<file path="src/rtl/vfx_pkg.sv">
package vfx_pkg;

    localparam int ENTRY_W        = 32;
    localparam int PAGE_SHIFT     = 21;   // 2 MB leaf pages
    localparam int TABLE_SHIFT    = 16;   // 64 KB leaf-table granularity
    localparam int ENTRY_SZ_LOG2  = 2;    // 4-byte entries
    localparam int DIR_PTR_LSB    = 4;
    localparam int LEAF_PAGE_LSB  = 5;

    typedef enum logic [1:0] {
        FLT_NONE = 2'd0,
        FLT_REQ  = 2'd1,
        FLT_DIR  = 2'd2,
        FLT_LEAF = 2'd3
    } vfx_fault_e;

    typedef enum logic [2:0] {
        ST_IDLE,
        ST_RD_DIR,
        ST_WT_DIR,
        ST_RD_LEAF,
        ST_WT_LEAF,
        ST_RESP
    } vfx_state_e;

    function automatic logic entry_present(input logic [ENTRY_W-1:0] e);
        return e[0];
    endfunction

endpackage

</file>
<file path="src/rtl/vfx_entry_field.sv">
module vfx_entry_field
    import vfx_pkg::*;
#(
    parameter int FIELD_LSB = 4,
    parameter int FIELD_W   = 21
) (
    input  logic [ENTRY_W-1:0] entry,
    output logic [FIELD_W-1:0] field,
    output logic               present
);
    // reserved bits are deliberately dropped
    logic rsvd_unused;
    assign rsvd_unused = ^entry;

    assign field   = entry[FIELD_LSB +: FIELD_W];
    assign present = entry_present(entry);
endmodule

</file>
<file path="src/rtl/vfx_req_screen.sv">
module vfx_req_screen #(
    parameter int HAW         = 37,
    parameter int VFID_W      = 8,
    parameter int OFF_W       = 48,
    parameter int DIR_ENTRIES = 64
) (
    input  logic [VFID_W-1:0] vfid,
    input  logic [OFF_W-1:0]  offset,
    output logic              reject
);
    logic id_bad;
    logic off_bad;

    assign id_bad = (vfid == '0) ||
                    ({1'b0, vfid} >= (VFID_W+1)'(DIR_ENTRIES));

    generate
        if (OFF_W > HAW) begin : g_range
            assign off_bad = (offset[OFF_W-1:HAW] != '0);
        end else begin : g_fit
            assign off_bad = 1'b0;
        end
    endgenerate

    assign reject = id_bad || off_bad;
endmodule

</file>
<file path="src/rtl/vf_xlate_walker.sv">
module vf_xlate_walker
    import vfx_pkg::*;
#(
    parameter int HAW         = 37,
    parameter int VFID_W      = 8,
    parameter int OFF_W       = 48,
    parameter int DIR_ENTRIES = 64
) (
    input  logic               clk,
    input  logic               rst,
    input  logic [HAW-1:0]     dir_base,
    input  logic               req_valid,
    output logic               req_ready,
    input  logic [VFID_W-1:0]  req_vfid,
    input  logic [OFF_W-1:0]   req_offset,
    output logic               rsp_valid,
    input  logic               rsp_ready,
    output logic [HAW-1:0]     rsp_addr,
    output logic [1:0]         rsp_fault,
    output logic               mem_req_valid,
    input  logic               mem_req_ready,
    output logic [HAW-1:0]     mem_req_addr,
    input  logic               mem_rsp_valid,
    output logic               mem_rsp_ready,
    input  logic [ENTRY_W-1:0] mem_rsp_data
);
    localparam int PTR_W  = HAW - TABLE_SHIFT;
    localparam int PAGE_W = HAW - PAGE_SHIFT;
    localparam int IDX_W  = HAW - PAGE_SHIFT;

    vfx_state_e           state_q;
    logic [VFID_W-1:0]    vfid_q;
    logic [HAW-1:0]       off_q;
    logic [PTR_W-1:0]     ptr_q;
    logic [HAW-1:0]       addr_q;
    vfx_fault_e           fault_q;

    logic                 reject;
    logic [PTR_W-1:0]     dir_ptr;
    logic                 dir_ok;
    logic [PAGE_W-1:0]    leaf_page;
    logic                 leaf_ok;
    logic [IDX_W-1:0]     leaf_idx;
    logic [HAW-1:0]       dir_addr;
    logic [HAW-1:0]       leaf_addr;

    vfx_req_screen #(
        .HAW(HAW), .VFID_W(VFID_W), .OFF_W(OFF_W), .DIR_ENTRIES(DIR_ENTRIES)
    ) i_screen (
        .vfid   (req_vfid),
        .offset (req_offset),
        .reject (reject)
    );

    vfx_entry_field #(.FIELD_LSB(DIR_PTR_LSB), .FIELD_W(PTR_W)) i_dir_fld (
        .entry   (mem_rsp_data),
        .field   (dir_ptr),
        .present (dir_ok)
    );

    vfx_entry_field #(.FIELD_LSB(LEAF_PAGE_LSB), .FIELD_W(PAGE_W)) i_leaf_fld (
        .entry   (mem_rsp_data),
        .field   (leaf_page),
        .present (leaf_ok)
    );

    assign leaf_idx  = off_q[HAW-1:PAGE_SHIFT];
    assign dir_addr  = dir_base + HAW'({vfid_q, {ENTRY_SZ_LOG2{1'b0}}});
    assign leaf_addr = {ptr_q, {TABLE_SHIFT{1'b0}}}
                     + HAW'({leaf_idx, {ENTRY_SZ_LOG2{1'b0}}});

    assign req_ready     = (state_q == ST_IDLE);
    assign mem_req_valid = (state_q == ST_RD_DIR) || (state_q == ST_RD_LEAF);
    assign mem_req_addr  = (state_q == ST_RD_DIR) ? dir_addr : leaf_addr;
    assign mem_rsp_ready = (state_q == ST_WT_DIR) || (state_q == ST_WT_LEAF);
    assign rsp_valid     = (state_q == ST_RESP);
    assign rsp_addr      = addr_q;
    assign rsp_fault     = fault_q;

    always_ff @(posedge clk) begin
        if (rst) begin
            state_q <= ST_IDLE;
            vfid_q  <= '0;
            off_q   <= '0;
            ptr_q   <= '0;
            addr_q  <= '0;
            fault_q <= FLT_NONE;
        end else begin
            case (state_q)
                ST_IDLE: begin
                    if (req_valid) begin
                        vfid_q <= req_vfid;
                        off_q  <= req_offset[HAW-1:0];
                        if (reject) begin
                            addr_q  <= '0;
                            fault_q <= FLT_REQ;
                            state_q <= ST_RESP;
                        end else begin
                            state_q <= ST_RD_DIR;
                        end
                    end
                end
                ST_RD_DIR: begin
                    if (mem_req_ready) state_q <= ST_WT_DIR;
                end
                ST_WT_DIR: begin
                    if (mem_rsp_valid) begin
                        if (!dir_ok) begin
                            addr_q  <= '0;
                            fault_q <= FLT_DIR;
                            state_q <= ST_RESP;
                        end else begin
                            ptr_q   <= dir_ptr;
                            state_q <= ST_RD_LEAF;
                        end
                    end
                end
                ST_RD_LEAF: begin
                    if (mem_req_ready) state_q <= ST_WT_LEAF;
                end
                ST_WT_LEAF: begin
                    if (mem_rsp_valid) begin
                        if (!leaf_ok) begin
                            addr_q  <= '0;
                            fault_q <= FLT_LEAF;
                        end else begin
                            addr_q  <= {leaf_page, off_q[PAGE_SHIFT-1:0]};
                            fault_q <= FLT_NONE;
                        end
                        state_q <= ST_RESP;
                    end
                end
                ST_RESP: begin
                    if (rsp_ready) state_q <= ST_IDLE;
                end
                default: state_q <= ST_IDLE;
            endcase
        end
    end
endmodule

</file>
<file path="config.mk">
export PLATFORM = sky130hd
export DESIGN_NAME = vf_xlate_walker
export DESIGN_NICKNAME = d
export VERILOG_FILES = /design/src/rtl/vfx_pkg.sv /design/src/rtl/vfx_entry_field.sv /design/src/rtl/vfx_req_screen.sv /design/src/rtl/vf_xlate_walker.sv
export SDC_FILE = /design/constraint.sdc
export NUM_CORES = 1
export LEC_CHECK = 0
export BUFFER_PORTS_ARGS = -buffer_cell sky130_fd_sc_hd__buf_2
export CORE_MARGIN = 2
export CORE_UTILIZATION = 54
export DETAILED_ROUTE_END_ITERATION = 10
export GPL_TIMING_DRIVEN = 0
export PLACE_DENSITY_LB_ADDON = 0.15
export SYNTH_ARGS = -nofsm -noshare
export SYNTH_HDL_FRONTEND = slang
export SYNTH_SLANG_ARGS = --single-unit
</file>
<file path="constraint.sdc">
create_clock -name clk -period 4.55 [get_ports clk]
set_input_delay 0.6825 -clock clk [delete_from_list [all_inputs] [get_ports clk]]
set_output_delay 0.6825 -clock clk [all_outputs]
set_load 0.01 [all_outputs]
</file>
======== Word level (Yosys, flattened, before mapping) ========
Index checks and enable logic that the tools add are counted.
word-level totals
  flip-flop bits (word level) ............. 108
  latch bits .............................. 0
  memory bits (writable) .................. 0
  ROM bits ................................ 0
  input bits .............................. 131
  output and inout port bits .............. 80
  logic and storage cells ................. 58
  memories kept ........................... 0
operators by class
  $add $sub $neg .......................... 2
  $mul .................................... 0
  div/mod/pow operators ................... 0
  magnitude comparators ................... 1
  equality and inequality tests ........... 13
  shift operators ......................... 0
  muxes and demuxes ....................... 24
  bitwise gates (word level) .............. 0
  reductions and logical operators ........ 12
operators with widths
  cell                                                  number
  2-to-1 mux 37 bit                                     7
  one-hot mux 37 bit (3 select lines)                   1
  adder 37 x 10 -> 37 bit                               1
  adder 37 x 18 -> 37 bit                               1
  2-to-1 mux 3 bit                                      8
  one-hot mux 3 bit (6 select lines)                    1
  2-to-1 mux 2 bit                                      6
  != test 2 bit (second input constant)                 6
  AND reduction 6 bit                                   2
  nonzero test 11 bit                                   1
  >= comparator 8 x 7 -> 1 bit (second input constant)  1
  zero test 8 bit                                       1
  equality test 3 x 2 -> 1 bit (second input constant)  2
  equality test 3 bit (second input constant)           2
  one-hot mux 2 bit (3 select lines)                    1
  logical OR 1 bit                                      4
  != test 2 x 1 -> 1 bit (second input constant)        2
  equality test 3 x 1 -> 1 bit (second input constant)  1
  zero test 3 bit                                       1
  AND reduction 3 bit                                   1
  nonzero test 3 bit                                    1
  AND reduction 2 bit                                   1

======== Depth between registers and ports, before layout ========
Gate-level depths: netlist (run 1).
  word-level depth ........................ 6
  gate-level depth with buffers ........... 9
  mapped depth without buffers ............ 8

======== Cells and area by module ========
A second synthesis (run 1) with hierarchy kept.
second synthesis, totals
  cells, all modules ...................... 821
  area, all modules ....................... 5985.7 um^2
modules (own cells, without submodules)
  module                        instances  cells an instance  area an instance (um^2)  seq. area each (um^2)
  vf_xlate_walker               1          776                5644.2                   2162.1
  vfx_entry_field (i_dir_fld)   1          22                 165.2                    0.0
  vfx_entry_field (i_leaf_fld)  1          17                 127.6                    0.0
  vfx_req_screen                1          6                  48.8                     0.0

======== Worst setup path before layout (run 1) ========
Ideal clock, no wire load.
  path kind ............................... input to output
  start point ............................. input dir_base[2]
  end point ............................... output mem_req_addr[24]
  arrival ................................. 2.609 ns
  data required time ...................... 3.868 ns
  path slack .............................. 1.259 ns
  stages .................................. 9
  path buffers ............................ 1
  cell sequence ........................... ha_1 -> inv_1 -> fa_1 -> nand2b_1 -> a21o_1 -> buf_2 -> a21o_1 -> or4_1 -> a31oi_1
between the ends
  longest elaborated chain between the ends .. 2
ends and longest elaborated chain
  what                     line                   RTL
  start, declared          vf_xlate_walker.sv:11  input logic [HAW-1:0] dir_base,
  adder 37 x 10 -> 37 bit  vf_xlate_walker.sv:68  assign dir_addr = dir_base + HAW'({vfid_q, {ENTRY_SZ_LOG2{1'b0}}});
  2-to-1 mux 37 bit        vf_xlate_walker.sv:74  assign mem_req_addr = (state_q == ST_RD_DIR) ? dir_addr : leaf_addr;
  end, declared            vf_xlate_walker.sv:22  output logic [HAW-1:0] mem_req_addr,
Every way passes these cells.

======== Worst setup path after layout (run 1) ========
  start point ............................. input dir_base[2]
  end point ............................... output mem_req_addr[30]
The elaborated chain is that of the path after synthesis.

==> results of run 1 <==
[per-layer routing]
| metal | vias up | routed length, µm | track usage |
|---|---|---|---|
| li1 | 3130 | - | - |
| met4 | 0 | 408 | 0.0934 |
| met1 | 2794 | 7350 | 0.368 |
| met5 | - | 0 | 0 |
| met3 | 33 | 1440 | 0.0639 |
| met2 | 234 | 7550 | 0.457 |
[final cells by class]
class / count / area (µm²) / share of cell area
plain buffers: 53 / 253 / 0.0349
clock buffers: 10 / 138 / 0.0190
clock inverters: 6 / 62.6 / 0.00864
inverters: 13 / 48.8 / 0.00674
multi-input cells: 606 / 3410 / 0.471
flip-flops and latches: 108 / 2160 / 0.298
well taps: 140 / 175 / 0.0242
repair buffers: 199 / 996 / 0.137
[path summary, 6_finish.rpt]
check	start	to	slack, ns	cells after the start
worst max-delay path	dir_base[2]	mem_req_addr[30]	0.85	11
worst min-delay path	rsp_addr[24]$_SDFFE_PP0P_	rsp_addr[24]$_SDFFE_PP0P_	0.45	2
worst max register to register	state_q[0]$_SDFFE_PP0P_	rsp_addr[10]$_SDFFE_PP0P_	2.41	7
worst min register to register	rsp_addr[24]$_SDFFE_PP0P_	rsp_addr[24]$_SDFFE_PP0P_	0.45	2
[cell usage after synthesis (13+ instances only)]
cell | number | area [µm²]
nor3_1 | 15 | 75.1
nand2_1 | 212 | 796
buf_2 | 16 | 80.1
xor2_1 | 14 | 123
dfxtp_1 | 108 | 2160
clkbuf_1 | 29 | 109
inv_1 | 13 | 48.8
a21oi_1 | 114 | 571
o21ai_1 | 17 | 85.1
xnor2_1 | 28 | 245
nand3_1 | 51 | 255
nor2_1 | 22 | 82.6
[critical path: cells and delay by family]
kind / cells / cell delay, ns
AO/OA/AOI/OAI: 3 / 0.94
adder cells (fa/ha/maj): 2 / 0.58
buffers and inverters: 4 / 0.49
AND/OR/NAND/NOR: 2 / 0.33
[metrics by stage]
stage                util  cell area [µm²]  setup WS [ns]
floorplan               -             5870           1.26
global placement    0.656             7040          0.893
detailed placement  0.656             7040          0.873
CTS                 0.674             7240          0.859
global route        0.674             7240          0.706
finish              0.674             7240          0.852
[state kept, by name, summed over array words and instances (netlist names)]
register	count
off_q	37
ptr_q	21
rsp_addr	37
rsp_fault	2
state_q	3
vfid_q	8
[logic make-up (layout without fill, tap and decap cells)]
group	after synthesis	count (layout)	synth area share
flops	108	108	0.368
buf+inv	66	281	0.0513
compound gates	191	191	0.202
mux	10	10	0.0170
xor+xnor	42	42	0.0626
simple gates	351	351	0.271
fa+ha+maj	12	12	0.0281
[power by group through the flow]
stage / Combinational, mW / Clock (mW) / Sequential, mW
CTS: 0.772 / 0.606 / 1.05
global route: 0.853 / 0.641 / 1.06
finish: 0.774 / 0.590 / 1.05
detailed placement: 0.769 / 0 / 1.07
floorplan: 0.490 / 0 / 1.06
global placement: 0.765 / 0 / 1.07
==> flow_summary.json, run 1 <==
{
  "status": "completed",
  "internal_power_mw": 1.53,
  "drv_slew": 0,
  "routedWlPerCell_um": 14.8,
  "max-vdd-ir-drop_mv": 0.209,
  "dominantRegCellSynth": "dfxtp_1",
  "hpwl_um": 13100,
  "instances_no_fill": 1135,
  "drive_gt1_frac": 0.257,
  "syn_avg_cell_area_um2": 7.53,
  "clock_latency_ns": 0.38,
  "routed_wl_um": 16700,
  "syn_nets": 923,
  "io_pins": 211,
  "power.density_mw_per_mm2": 333,
  "switching_share": 0.368,
  "cts-root-buf": "clkbuf_8",
  "fp.dieH_um": 108,
  "worst_slew_pin_slew_ns": 0.823,
  "fin_nets": 1133,
  "cts_tree": "done",
  "crit_arrival_ns": 3.02,
  "viasPerCell": 5.45,
  "cp.required_ns": 3.87,
  "final.min_clock_period_ns": 3.70,
  "layout_commonest_cell": "buf_2",
  "p_comb_frac": 0.321,
  "setup_violations": 0,
  "drtPass1Iterations": 5,
  "p_leak_nw": 3.00,
  "rsz0062_at_grt": "no",
  "cts_resized": 0,
  "async_reset_ff_frac": 0,
  "ys_warn_count": 0,
  "holdBufCountCts": 0,
  "syn_inst": 780,
  "hold_class": "reg -> reg",
  "min_period_over_period": 0.813,
  "max_freq_ghz": 0.270,
  "htreeDepth": 3,
  "synth_area_mm2": 0.00587,
  "drc_errors": 0,
  "hold_ws_ns": 0.454,
  "synth-edff-count": 0,
  "total_power_mw": 2.41,
  "gp_congestion": 0.887,
  "core_mm2": 0.0107,
  "path_common_cell": "buf_2",
  "cts_made_buffers": 9,
  "synth-seq-cells": 108,
  "cap_violations": 0,
  "dieArea_mm2": 0.0117,
  "drt_iter0_markers": 384,
  "slowest_delay_ns": 0.54,
  "final-hold-violation-count": 0,
  "grt_pass1_wl_um": 26300,
  "cts_buffer_depth": 2,
  "seqPwrFrac": 0.435,
  "clkSinkCount": 108,
  "worstSetupEndpointType": "primary output",
  "row_count": 38,
  "num_antenna_cells": 0,
  "startpoint_type": "primary input",
  "grt_antenna_before_repair": 0,
  "ys_seq_area_frac": 0.368,
  "cp_slowest_cell": "a21oi_1",
  "grt_use_total": 0.280,
  "port_buffers": 199,
  "yosysUniqueCellTypes": 60,
  "start_util": 0.547,
  "grt_pass1_vias": 5585,
  "ant_nets": 0,
  "power.net_switching_mw": 0.888,
  "path_clk_slew_ns": 0.11,
  "grt_max_degree": 21,
  "setup-tns-final_ns": 0,
  "globalRoute.totalOverflow": 0,
  "n_fill_cell": 1032,
  "max_slew_margin": 0.447,
  "mostFrequentLayoutCells": "215 x buf_2, 212 x nand2_1, 114 x a21oi_1",
  "die_w_um": 108,
  "path_max_fanout": 10,
  "skew_ns": 0.0128,
  "area_growth_pct": 23.3,
  "path_class": "in -> out",
  "cts_setup_buffers": 0,
  "pwr-share-clk": 0.245,
  "via_count": 6191,
  "cp_cell_sequence": "buf_2, ha_1, inv_1, fa_1, nand2b_1, a21o_1, buf_2, a21oi_1, nand3b_1, a31oi_1, buf_2",
  "dp.cells": 1119
}
(Power assumes the default switching activity.)
==> run 2: changes to the inputs <==
CORE_UTILIZATION = 50   (was 54)
clock period = 3.53 ns   (was 4.55 ns; I/O delays follow)
==> flow_summary.json, run 2 (synthesis results as in run 1) <==
{
  "status": "completed",
  "max-vdd-ir-drop_mv": 0.252,
  "die_w_um": 112,
  "startpoint_type": "flop",
  "path_max_fanout": 10,
  "power.density_mw_per_mm2": 452,
  "grt_pass1_vias": 5687,
  "cts-root-buf": "clkbuf_16",
  "mostFrequentLayoutCells": "215 x buf_2, 212 x nand2_1, 113 x a21oi_1",
  "htreeDepth": 3,
  "gp_congestion": 0.879,
  "dpl_worst_slack_ns": 0.196,
  "rsz0062_at_grt": "no",
  "grt_max_degree": 20,
  "clkSinkCount": 108,
  "worstSetupEndpointType": "primary output",
  "io_pins": 211,
  "routed_wl_um": 16800,
  "hold_class": "in -> reg",
  "crit_arrival_ns": 2.84,
  "grt_pass1_wl_um": 27400,
  "drt_iter0_markers": 465,
  "ant_nets": 0,
  "p_comb_frac": 0.300,
  "clock_latency_ns": 0.35,
  "drc_errors": 0,
  "cts_tree": "done",
  "max_slew_margin": 0.465,
  "path_class": "reg -> out",
  "start_util": 0.514,
  "setup_violations": 0,
  "dieArea_mm2": 0.0126,
  "core_mm2": 0.0114,
  "power.net_switching_mw": 1.16,
  "fp.dieH_um": 112,
  "skew_ns": 0.00805,
  "via_count": 6108,
  "max_freq_ghz": 0.296,
  "pwr-share-clk": 0.293,
  "area_growth_pct": 25.1,
  "min_from": "req_offset[3]",
  "dp.cells": 1122,
  "min_period_over_period": 0.956,
  "internal_power_mw": 2.16,
  "cp.required_ns": 3.00,
  "fin_nets": 1133,
  "instances_no_fill": 1138,
  "p_leak_nw": 3.04,
  "final.min_clock_period_ns": 3.37,
  "seqPwrFrac": 0.408,
  "cp-startpoint": "vfid_q[0]$_SDFFE_PP0P_",
  "grt_use_total": 0.264,
  "rrSetupSlack_ns": 1.40,
  "setup_slack_ns": 0.156,
  "setup-tns-final_ns": 0,
  "port_buffers": 199,
  "grt_antenna_before_repair": 0,
  "timing.rr.start": "state_q[0]$_SDFFE_PP0P_",
  "cts_made_buffers": 9,
  "globalRoute.totalOverflow": 0,
  "num_antenna_cells": 0,
  "cap_violations": 0,
  "path_clk_slew_ns": 0.08,
  "hpwl_um": 13100,
  "switching_share": 0.349,
  "cts_buffer_depth": 2,
  "worst_slew_pin_slew_ns": 0.800,
  "drtPass1Iterations": 5,
  "layout_commonest_cell": "buf_2",
  "routedWlPerCell_um": 14.7,
  "drv_slew": 0,
  "drive_gt1_frac": 0.259,
  "final-hold-violation-count": 0,
  "viasPerCell": 5.37,
  "row_count": 39,
  "hold_ws_ns": 0.406,
  "n_fill_cell": 1116
}
run 2: changes by cell type in the layout (fill, tap and decap cells not counted), sizes merged:
| cell | previous run | this run |
|---|---|---|
| clkinvlp | 0 | 2 |
| inv | 17 | 15 |
| clkinv | 2 | 3 |
| clkbuf | 39 | 38 |
run 2: repair_timing:
action                     4_1_cts  5_1_grt
setup buffers                    0        0
hold buffers                     0        0
setup endpoints to repair        0        5
gates resized for setup          0        2
run 2: final timing paths:
path	end	cells after the start
min reg2reg	rsp_addr[33]$_SDFFE_PP0P_	2
max	mem_req_addr[24]	10
max reg2reg	rsp_addr[10]$_SDFFE_PP0P_	7
min	off_q[3]$_SDFFE_PP0P_	3
run 2: worst max-delay path: stages (launching register included):
cell and delay (ns):
dfxtp_1 0.36, ha_1 0.20, inv_1 0.06, fa_1 0.39, nand2b_1 0.18, a21o_1 0.15
buf_2 0.19, a21o_4 0.25, or4_1 0.39, a31oi_1 0.16, buf_2 0.15
run 2: through the flow:
stage	utilization	power [mW]	instance area [µm²]
after floorplan	-	2.00	5870
after detailed placement	0.617	2.37	7050
after global routing	0.643	3.51	7340
final	0.643	3.32	7340
after global placement	0.617	2.37	7050
after CTS	0.642	3.33	7330
run 2: cell type report:
class / instances / area [µm²] / share of cell area
buffer: 53 / 253 / 0.0344
tap: 143 / 179 / 0.0244
inverter: 13 / 48.8 / 0.00664
clock buffer: 9 / 225 / 0.0307
timing repair buffer: 199 / 996 / 0.136
clock inverter: 7 / 60.1 / 0.00818
multi-input combinational: 606 / 3420 / 0.466
sequential: 108 / 2160 / 0.294
run 2: per-layer routing:
layer  track usage  wire length, µm  vias to the layer above
met5             0                0                        -
met4        0.0789              372                        0
met3        0.0718             1330                       27
met2         0.423             7480                      215
met1         0.350             7580                     2739
li1              -                -                     3127
run 2: power by group through the flow:
stage / clock, mW / sequential, mW / combinational [mW]
after floorplan: 0 / 1.37 / 0.631
after global placement: 0 / 1.38 / 0.988
after detailed placement: 0 / 1.38 / 0.988
after CTS: 0.985 / 1.35 / 0.995
after global routing: 1.04 / 1.36 / 1.10
final: 0.971 / 1.35 / 0.994
==> run 3: changes to the inputs <==
BUFFER_PORTS_ARGS = unset   (was -buffer_cell sky130_fd_sc_hd__buf_2)
CORE_UTILIZATION = 63   (was 50)
DONT_BUFFER_PORTS = 1   (was unset)
GPL_TIMING_DRIVEN = unset   (was 0)
==> flow_summary.json, run 3 (synthesis results as in run 1) <==
{
  "gp_congestion": 0.922,
  "routedWlPerCell_um": 17.0,
  "layout_commonest_cell": "nand2_1",
  "row_count": 35,
  "path_clk_slew_ns": 0.10,
  "core_mm2": 0.00915,
  "final.min_clock_period_ns": 3.38,
  "num_antenna_cells": 0,
  "cts_resized": 0,
  "critical_path_buf_inv_count": 1,
  "max_slew_margin": 0.161,
  "cp_cell_sequence": "ha_1, inv_1, fa_1, nand2b_1, a21o_1, a21o_1, or4_1, a31oi_1",
  "max-vdd-ir-drop_mv": 0.363,
  "final_util": 0.666,
  "grt_pass1_vias": 4983,
  "path_class": "reg -> out",
  "drv_slew": 0,
  "critPathTopFamily": "compound AO/OA/AOI/OAI gates",
  "status": "completed",
  "n_fill_cell": 811,
  "drt_iter0_markers": 306,
  "path_common_cell": "a21o_1",
  "start_util": 0.642,
  "worstSetupEndpointType": "primary output",
  "min_period_over_period": 0.958,
  "clock_latency_ns": 0.36,
  "max_freq_ghz": 0.296,
  "clkSinkCount": 108,
  "routed_wl_um": 14800,
  "switching_share": 0.339,
  "cts_buffer_depth": 2,
  "path_max_fanout": 10,
  "grt_use_total": 0.287,
  "hold_class": "in -> reg",
  "via_count": 5353,
  "setup-tns-final_ns": 0,
  "holdBufCountCts": 0,
  "cts_setup_buffers": 0,
  "htreeDepth": 3,
  "fp.dieH_um": 101,
  "cp_slowest_cell": "fa_1",
  "hpwl_um": 10900,
  "crit_arrival_ns": 2.85,
  "internal_power_mw": 1.94,
  "seqPwrFrac": 0.470,
  "drive_gt1_frac": 0.0648,
  "power.density_mw_per_mm2": 481,
  "cts_tree": "done",
  "slowest_delay_ns": 0.41,
  "globalRoute.totalOverflow": 0,
  "port_buffers": 0,
  "mostFrequentLayoutCells": "212 x nand2_1, 114 x a21oi_1, 108 x dfxtp_1",
  "pwr-share-clk": 0.282,
  "cts_made_buffers": 9,
  "drtPass1Iterations": 7,
  "io_pins": 211,
  "grt_antenna_before_repair": 0,
  "rsz0062_at_grt": "no",
  "fin_area_mm2": 0.00609,
  "cap_violations": 0,
  "startpoint_type": "flop",
  "area_growth_pct": 3.73,
  "ant_nets": 0,
  "cts-root-buf": "clkbuf_8",
  "fin_nets": 895,
  "final-hold-violation-count": 0,
  "setup_violations": 0,
  "placed_cell_area_mm2": 0.00587,
  "cp.required_ns": 3.00,
  "grt_pass1_wl_um": 23500,
  "drc_errors": 0,
  "die_w_um": 101,
  "power.net_switching_mw": 0.993,
  "grt_max_degree": 109,
  "p_leak_nw": 2.04,
  "viasPerCell": 6.17,
  "skew_ns": 0.0114,
  "p_comb_frac": 0.247,
  "worst_slew_pin_slew_ns": 1.25,
  "dieArea_mm2": 0.0101
}
## run 3: cell types whose count changed in the layout (fill, tap and decap cells not counted), moves of 2 or more
cell | before | now
bufinv_16 | 0 | 2
buf_4 | 5 | 14
clkbuf_1 | 29 | 0
buf_6 | 2 | 0
clkbuf_8 | 0 | 9
buf_2 | 215 | 0
clkbuf_16 | 9 | 0
## run 3: worst paths after layout
kind,slack [ns],to,from,cells past startpoint
worst max-delay path,0.15,mem_req_addr[24],vfid_q[0]$_SDFFE_PP0P_,8
worst min-delay path,0.22,off_q[21]$_SDFFE_PP0P_,rst,1
worst max register to register,1.11,rsp_addr[0]$_SDFFE_PP0P_,state_q[2]$_SDFFE_PP0P_,6
worst min register to register,0.46,off_q[21]$_SDFFE_PP0P_,off_q[21]$_SDFFE_PP0P_,2
## run 3: per-layer routing
layer / up-vias / GRT usage / wire (µm)
li1: 2642 / - / -
met1: 2465 / 0.360 / 6160
met2: 234 / 0.479 / 6980
met3: 12 / 0.0971 / 1470
met4: 0 / 0.0695 / 167
met5: - / 0 / 0
## run 3: worst register-to-register path: stages, from the launching register on
cell	delay, ns
dfxtp_1	0.48
nor4_1	0.32
nand4_1	0.20
o211ai_1	0.68
buf_4	0.43
nand2_1	0.10
a21oi_1	0.14
## run 3: area by class of cell
type / instances / area [µm²] / share of cell area
Multi-Input combinational cell: 606 / 3420 / 0.561
Clock buffer: 9 / 124 / 0.0203
Clock inverter: 6 / 96.3 / 0.0158
Tap cell: 111 / 139 / 0.0228
Timing Repair Buffer: 14 / 105 / 0.0173
Inverter: 13 / 48.8 / 0.00801
Sequential cell: 108 / 2160 / 0.355
## run 3: metrics by stage
stage	worst slack, ns	hold WS, ns	total power [mW]	cells
after floorplan	0.545	0.437	2.00	780
after global placement	0.434	0.436	2.10	852
after detailed placement	0.407	0.444	2.12	852
after CTS	0.166	0.205	2.94	867
after global routing	0.0508	0.197	3.08	867
final	0.150	0.220	2.93	867
## run 3: power groups by stage
stage	Clock [mW]	Sequential, mW	Combinational [mW]
after floorplan	0	1.37	0.631
after global placement	0	1.40	0.702
after detailed placement	0	1.40	0.720
after CTS	0.842	1.38	0.724
after global routing	0.886	1.39	0.803
final	0.827	1.38	0.725
